**src/rtl/burst_pkg.sv**
```systemverilog
package burst_pkg;

  // Burst order, encoded as the level of the order-select input.
  typedef enum logic {
    ORD_LINEAR      = 1'b0,
    ORD_INTERLEAVED = 1'b1
  } burst_order_e;

endpackage

```
**src/rtl/burst_cfg.sv**
```systemverilog
module burst_cfg
  import burst_pkg::*;
(
  input  logic         clk,
  input  logic         rst_n,
  input  logic         ord_i,
  output burst_order_e ord_o
);

  logic         lock_q, lock_d;
  burst_order_e ord_q, ord_d;

  // The order select is captured on the first edge after reset, then held.
  always_comb begin
    lock_d = lock_q;
    ord_d  = ord_q;
    if (!lock_q) begin
      ord_d  = burst_order_e'(ord_i);
      lock_d = 1'b1;
    end
  end

  always_ff @(posedge clk or negedge rst_n) begin
    if (!rst_n) begin
      lock_q <= 1'b0;
      ord_q  <= ORD_INTERLEAVED;
    end else begin
      lock_q <= lock_d;
      ord_q  <= ord_d;
    end
  end

  assign ord_o = ord_q;

endmodule

```
**src/rtl/burst_ctr.sv**
```systemverilog
module burst_ctr #(
  parameter int ADDR_W = 20,
  parameter int BEAT_W = 2
) (
  input  logic                     clk,
  input  logic                     rst_n,
  input  logic                     hold_i,
  input  logic                     start_i,
  input  logic                     step_i,
  input  logic [ADDR_W-1:0]        addr_i,
  output logic [ADDR_W-BEAT_W-1:0] upper_o,
  output logic [BEAT_W-1:0]        base_o,
  output logic [BEAT_W-1:0]        beat_o
);

  localparam int UP_W = ADDR_W - BEAT_W;
  localparam logic [BEAT_W-1:0] ONE = {{(BEAT_W-1){1'b0}}, 1'b1};

  logic [UP_W-1:0]   upper_q, upper_d;
  logic [BEAT_W-1:0] base_q, base_d;
  logic [BEAT_W-1:0] beat_q, beat_d;
  logic              en;

  assign en = !hold_i;

  always_comb begin
    upper_d = upper_q;
    base_d  = base_q;
    beat_d  = beat_q;
    if (start_i) begin
      upper_d = addr_i[ADDR_W-1:BEAT_W];
      base_d  = addr_i[BEAT_W-1:0];
      beat_d  = '0;
    end else if (step_i) begin
      beat_d  = beat_q + ONE;   // wraps naturally inside the group
    end
  end

  always_ff @(posedge clk or negedge rst_n) begin
    if (!rst_n) begin
      upper_q <= '0;
      base_q  <= '0;
      beat_q  <= '0;
    end else if (en) begin
      upper_q <= upper_d;
      base_q  <= base_d;
      beat_q  <= beat_d;
    end
  end

  assign upper_o = upper_q;
  assign base_o  = base_q;
  assign beat_o  = beat_q;

endmodule

```
**src/rtl/burst_map.sv**
```systemverilog
module burst_map
  import burst_pkg::*;
#(
  parameter int BEAT_W = 2
) (
  input  burst_order_e      ord_i,
  input  logic [BEAT_W-1:0] base_i,
  input  logic [BEAT_W-1:0] beat_i,
  output logic [BEAT_W-1:0] low_o
);

  logic [BEAT_W-1:0] ilv_low;
  logic [BEAT_W-1:0] lin_low;

  // Interleaved: bitwise toggle of the offset by the beat count.
  for (genvar b = 0; b < BEAT_W; b++) begin : g_ilv
    assign ilv_low[b] = base_i[b] ^ beat_i[b];
  end

  // Linear: offset plus beat count, truncated to the group size.
  assign lin_low = base_i + beat_i;

  always_comb begin
    unique case (ord_i)
      ORD_INTERLEAVED: low_o = ilv_low;
      default:         low_o = lin_low;
    endcase
  end

endmodule

```
**src/rtl/burst_seq_top.sv**
```systemverilog
module burst_seq_top
  import burst_pkg::*;
#(
  parameter int ADDR_W = 20,
  parameter int BEAT_W = 2
) (
  input  logic              clk,
  input  logic              rst_n,
  input  logic              hold_i,
  input  logic              start_i,
  input  logic              step_i,
  input  logic              ilv_i,
  input  logic [ADDR_W-1:0] addr_i,
  output logic [ADDR_W-1:0] addr_o
);

  localparam int UP_W = ADDR_W - BEAT_W;

  burst_order_e      ord;
  logic [UP_W-1:0]   upper;
  logic [BEAT_W-1:0] base;
  logic [BEAT_W-1:0] beat;
  logic [BEAT_W-1:0] low;

  burst_cfg u_cfg (
    .clk   (clk),
    .rst_n (rst_n),
    .ord_i (ilv_i),
    .ord_o (ord)
  );

  burst_ctr #(.ADDR_W(ADDR_W), .BEAT_W(BEAT_W)) u_ctr (
    .clk     (clk),
    .rst_n   (rst_n),
    .hold_i  (hold_i),
    .start_i (start_i),
    .step_i  (step_i),
    .addr_i  (addr_i),
    .upper_o (upper),
    .base_o  (base),
    .beat_o  (beat)
  );

  burst_map #(.BEAT_W(BEAT_W)) u_map (
    .ord_i  (ord),
    .base_i (base),
    .beat_i (beat),
    .low_o  (low)
  );

  assign addr_o = {upper, low};

endmodule

```
**config.mk**
```make
export PLATFORM = sky130hd
export DESIGN_NAME = burst_seq_top
export DESIGN_NICKNAME = d
export VERILOG_FILES = /design/src/rtl/burst_pkg.sv /design/src/rtl/burst_cfg.sv /design/src/rtl/burst_ctr.sv /design/src/rtl/burst_map.sv /design/src/rtl/burst_seq_top.sv
export SDC_FILE = /design/constraint.sdc
export NUM_CORES = 1
export LEC_CHECK = 0
export ABC_CLOCK_PERIOD_IN_PS = 1300
export CORE_MARGIN = 10
export CORE_UTILIZATION = 41
export CTS_CLUSTER_SIZE = 30
export DETAILED_ROUTE_END_ITERATION = 12
export PLACE_DENSITY = 0.75
export REMOVE_ABC_BUFFERS = 1
export SYNTH_ARGS = -nofsm -noshare
export SYNTH_HDL_FRONTEND = slang
export SYNTH_SLANG_ARGS = --single-unit
```
**constraint.sdc**
```tcl
create_clock -name clk -period 1.3 [get_ports clk]
set_clock_uncertainty 0.1 [all_clocks]
set_input_delay 0.13 -clock clk [delete_from_list [all_inputs] [get_ports clk]]
set_output_delay 0.13 -clock clk [all_outputs]
set_load 0.02 [all_outputs]
```
* Word level (Yosys, flattened, before mapping)
Index checks and enable logic that the tools add are counted.
W data, S select, Z words.
** Storage, ports and cells
- Bits in registers :: 24
- Output and inout bits :: 20
- Logic and storage cells :: 16
- Input bits :: 26
** Cells by class
- Bitwise gates (word level) :: 3
- Reductions and logical operators :: 3
- Add/subtract/negate cells :: 2
- Mux-type cells :: 3
** Operators with widths (number)
- $mux W2 :: 3
- $reduce_and A2 Y1 :: 2
- $add A2 B1 Y2 const B :: 1
- $add A2 B2 Y2 :: 1
- $reduce_bool A2 Y1 :: 1
- $xor A1 B1 Y1 :: 2
- $not A1 Y1 :: 1

* Longest topological paths before layout
- Depth after elaboration :: 3
- Depth in mapped cells :: 3
- Gate-level depth less buffers :: 3

* Cells and area by module
Synthesis repeated with hierarchy kept, for this count alone.
** Unflattened totals
- Cells, all modules :: 63
- Area, all modules :: 1044.8 um^2
** By module, submodules not included
- burst_ctr :: times used 1, cells an instance 55, seq. area each 550.5 um^2, area an instance 938.4 um^2
- burst_cfg :: times used 1, cells an instance 4, seq. area each 51.3 um^2, area an instance 70.1 um^2
- burst_map :: times used 1, cells an instance 4, seq. area each 0.0 um^2, area an instance 36.3 um^2

* Least setup slack after synthesis
OpenSTA, ideal clock, no wires.
- Kind :: reg-to-output
- Start point :: reg u_ctr.beat_q[0] (netlist: u_ctr.beat_o[0])
- End point :: out addr_o[1]
- Cell stages (with the launch flop) :: 4
- Path buffers :: 0
- Data required time :: 1070 ps
- Setup slack :: -2 ps
- Data arrival time :: 1072 ps
- Path through :: dfrtp_1 -> ha_1 -> nor2b_1 -> xnor2_1
** On the way
- Cells in the longest elaborated chain, start to end :: 2
** Ends and longest elaborated chain
- start, declared :: RTL line burst_ctr.sv:21 : logic [BEAT_W-1:0] beat_q, beat_d;
- start signal, assigned :: RTL line burst_ctr.sv:47 : beat_q <= beat_d;
- $add A2 B2 Y2 :: RTL line burst_map.sv:21 : assign lin_low = base_i + beat_i;
- $mux W2 :: RTL line burst_map.sv:24 : unique case (ord_i)
- end, declared :: RTL line burst_seq_top.sv:14 : output logic [ADDR_W-1:0] addr_o
No other way between the ends.

* Worst setup path in the final report
- Start point :: reg u_ctr.base_q[0] (netlist: u_ctr.base_o[0])
- End point :: out addr_o[1]
** On the way
- Cells in the longest elaborated chain, start to end :: 2
** Ends and longest elaborated chain
- start, declared :: RTL line burst_ctr.sv:20 : logic [BEAT_W-1:0] base_q, base_d;
- start signal, assigned :: RTL line burst_ctr.sv:46 : base_q <= base_d;
- $add A2 B2 Y2 :: RTL line burst_map.sv:21
- $mux W2 :: RTL line burst_map.sv:24
No other way between the ends.

==> summary.txt <==
GRT busiest layer -> met2
Avg WL per Cell -> 16.2 um
crit start category -> register
Layout area overhead -> 57.6%
Vias per Instance -> 4.68
Die ar. -> 4950 sq um
CP max stage delay -> 420 ps
syn avg cell area -> 16.5 sq um
Final min period -> 1550 ps
hpwl dp -> 1890 um
status -> finished with violations
Arr. time, crit path -> 1320 ps
Syn Inst Count -> 63
synth warn -> 0
fill count -> 192
Power Density -> 1330 nW/um^2
Post-DP Area -> 1600 sq um
setup ws final -> -248 ps
Die Wd -> 70.4 um
DRT iter0 DRCs -> 15
met3 Use GR -> 4.94%
CP required -> 1070 ps
met1 Use GR -> 10.6%
r2r startpoint -> u_ctr.beat_o[0]
Crit Path Max Fanout -> 2
crit end category -> primary output
Worst path slowest cell -> dfrtp_1
Cell Chain, Critical Path -> ha_2, nor2b_4, xnor2_2, buf_4
CTS Buffer Depth -> 2
Root Driver -> clkbuf_4
clk slew on worst S/H paths -> 130 ps
most common cell after layout, fill and taps aside -> clkdlybuf4s50_1
RePlAce Congestion -> 0.752
cells on worst reg2reg path -> 4
starting density of the core -> 42.4%
# IOs -> 46
R2R setup slack -> 150 ps
post-synthesis instance area -> 1040 sq um
vias in the first global route -> 857
port buffer count -> 45
cts bufs inserted -> 3
H-tree levels -> 1
met2 Usage GRT -> 16.6%
row count -> 18
post-synth cell types -> 16
design area -> 1640 sq um
DR pass1 iterations -> 2
Final Hold Viols -> 0
violated checks -> negative setup slack
fraction of layout cells with a size suffix above 1 -> 45.0%
most frequent cells in the layout -> clkdlybuf4s50_1, dfrtp_1, mux2_4
r2r endpoint -> u_ctr.beat_o[0]
Congestion Overflow GR -> 0
Peak VDD IR -> 0.971 mV
clk_lat worst skew -> 310 ps
period utilization -> 119%
Crit path max-delay family -> flip-flops
Vias -> 702
GRT Total Usage -> 10.0%
initial antenna violation count -> 0
DRC -> 0
TritonCTS clock tree -> yes
Worst path depth -> 4
final wirelength -> 2430 um
Static Leak -> 0.000772 uW
Hold Path Class -> in -> async
Final Max Tran Viols -> 0
n_diodes -> 0
largest net degree at the start of global routing -> 25
Place WS -> -365 ps
register area share after synthesis -> 57.8%
Max-Cap Viols -> 0
WS Path Type -> reg -> out
Core Box Area -> 2450 sq um
area of the multi-input gates -> 453 sq um
storage element area -> 602 sq um
unrepaired setup endpoints after global routing -> true
die height -> 70.4 um
nets -> 148
post-route ant nets -> 0
# setup viols final -> 2
Max Fclk -> 646 MHz
#FFs+latches synth -> 24
worst path bufs/invs -> 1
clk sinks -> 24
first-pass GRT wire length -> 4050 um
Hold Buf Count CTS -> 0
## metrics by stage
stage | hold slack [ps] | std cells | utilization [%] | setup TNS (ps) | power, uW
final | 42.1 | 150 | 66.8 | -342 | 2180
after detailed placement | 395 | 145 | 65.1 | -4880 | 1700
after floorplan | -266 | 61 | - | -2.09 | 1290
after CTS | 38.3 | 150 | 67.3 | -396 | 2200
after global placement | 385 | 145 | 65.1 | -4540 | 1680
after global routing | 30.8 | 150 | 66.8 | -455 | 2290
## logic make-up (layout without fill, tap and decap cells)
| family | Yosys count | in the layout | share of synthesized area [%] |
|---|---|---|---|
| flip-flops | 24 | 24 | 57.8 |
| multiplexers | 22 | 22 | 30.9 |
| AND/OR/NAND/NOR | 9 | 9 | 4.93 |
| AO/OA/AOI/OAI | 2 | 2 | 0.961 |
| XOR/XNOR | 2 | 2 | 1.68 |
| buffers and inverters | 2 | 59 | 2.16 |
| adder cells (fa/ha/maj) | 1 | 1 | 1.20 |
| other | 1 | 1 | 0.360 |
## where the power goes
| group | internal, uW | total [uW] | switching, uW |
|---|---|---|---|
| sequential | 858 | 923 | 65.1 |
| combinational | 404 | 718 | 314 |
| clock | 312 | 536 | 225 |
## repair_timing
| action | 4_1_cts | 5_1_grt |
|---|---|---|
| pin swaps | 2 | 4 |
| gates resized for setup | 35 | 27 |
| endpoints found under the hold margin | 0 | 0 |
| setup endpoints to repair | 20 | 19 |
| buffers inserted | 1 | 1 |
## worst max-delay path by stage
stage	startpoint	slack, ps	to
after floorplan	u_ctr.beat_o[0]	-2	addr_o[1]
after global placement	u_ctr.base_o[0]	-340	addr_o[1]
after detailed placement	u_ctr.base_o[0]	-370	addr_o[1]
after CTS	u_ctr.beat_o[0]	-280	addr_o[1]
after global routing	u_ctr.base_o[0]	-310	addr_o[1]
final	u_ctr.base_o[0]	-250	addr_o[1]
## worst reg2reg max path: stages (launching register included)
cell and delay, ps:
dfrtp_1 410, buf_4 160, nor4b_4 290, a21oi_2 60, nand2_1 80
## routing by layer
layer	vias up	part of all wire [%]
li1	327	-
met1	338	39
met2	30	50
met3	7	9.0
met4	0	1.9
met5	-	0
## cells in the mapped netlist
| cell type | instances | area share (%) |
|---|---|---|
| nor2_1 | 2 | 0.72 |
| mux2_2 | 1 | 1.1 |
| dfrtp_1 | 23 | 55 |
| conb_1 | 1 | 0.36 |
| buf_6 | 2 | 2.2 |
| nand2_1 | 4 | 1.4 |
| dfstp_2 | 1 | 2.5 |
| xnor2_1 | 2 | 1.7 |
| ha_1 | 1 | 1.2 |
| nor4b_1 | 1 | 0.84 |
| nor2b_1 | 1 | 0.60 |
| nor2b_4 | 1 | 1.3 |
| mux2i_1 | 1 | 0.96 |
| a21oi_1 | 1 | 0.48 |
| o21ai_0 | 1 | 0.48 |
| mux2_4 | 20 | 29 |
## state kept, by name, indices dropped and copies added (netlist names)
signal	count
u_cfg.lock_q	1
u_ctr.base_o	2
u_cfg.ord_o	1
u_ctr.beat_o	2
u_ctr.upper_o	18
## area by class of cell
class,instances,area share (%)
clock inverters,1,1.83
flip-flops and latches,24,36.7
repair buffers,55,30.2
clock buffers,3,1.37
multi-input cells,37,27.6
well taps,30,2.29
No activity file was read; power rests on OpenSTA's default activity.
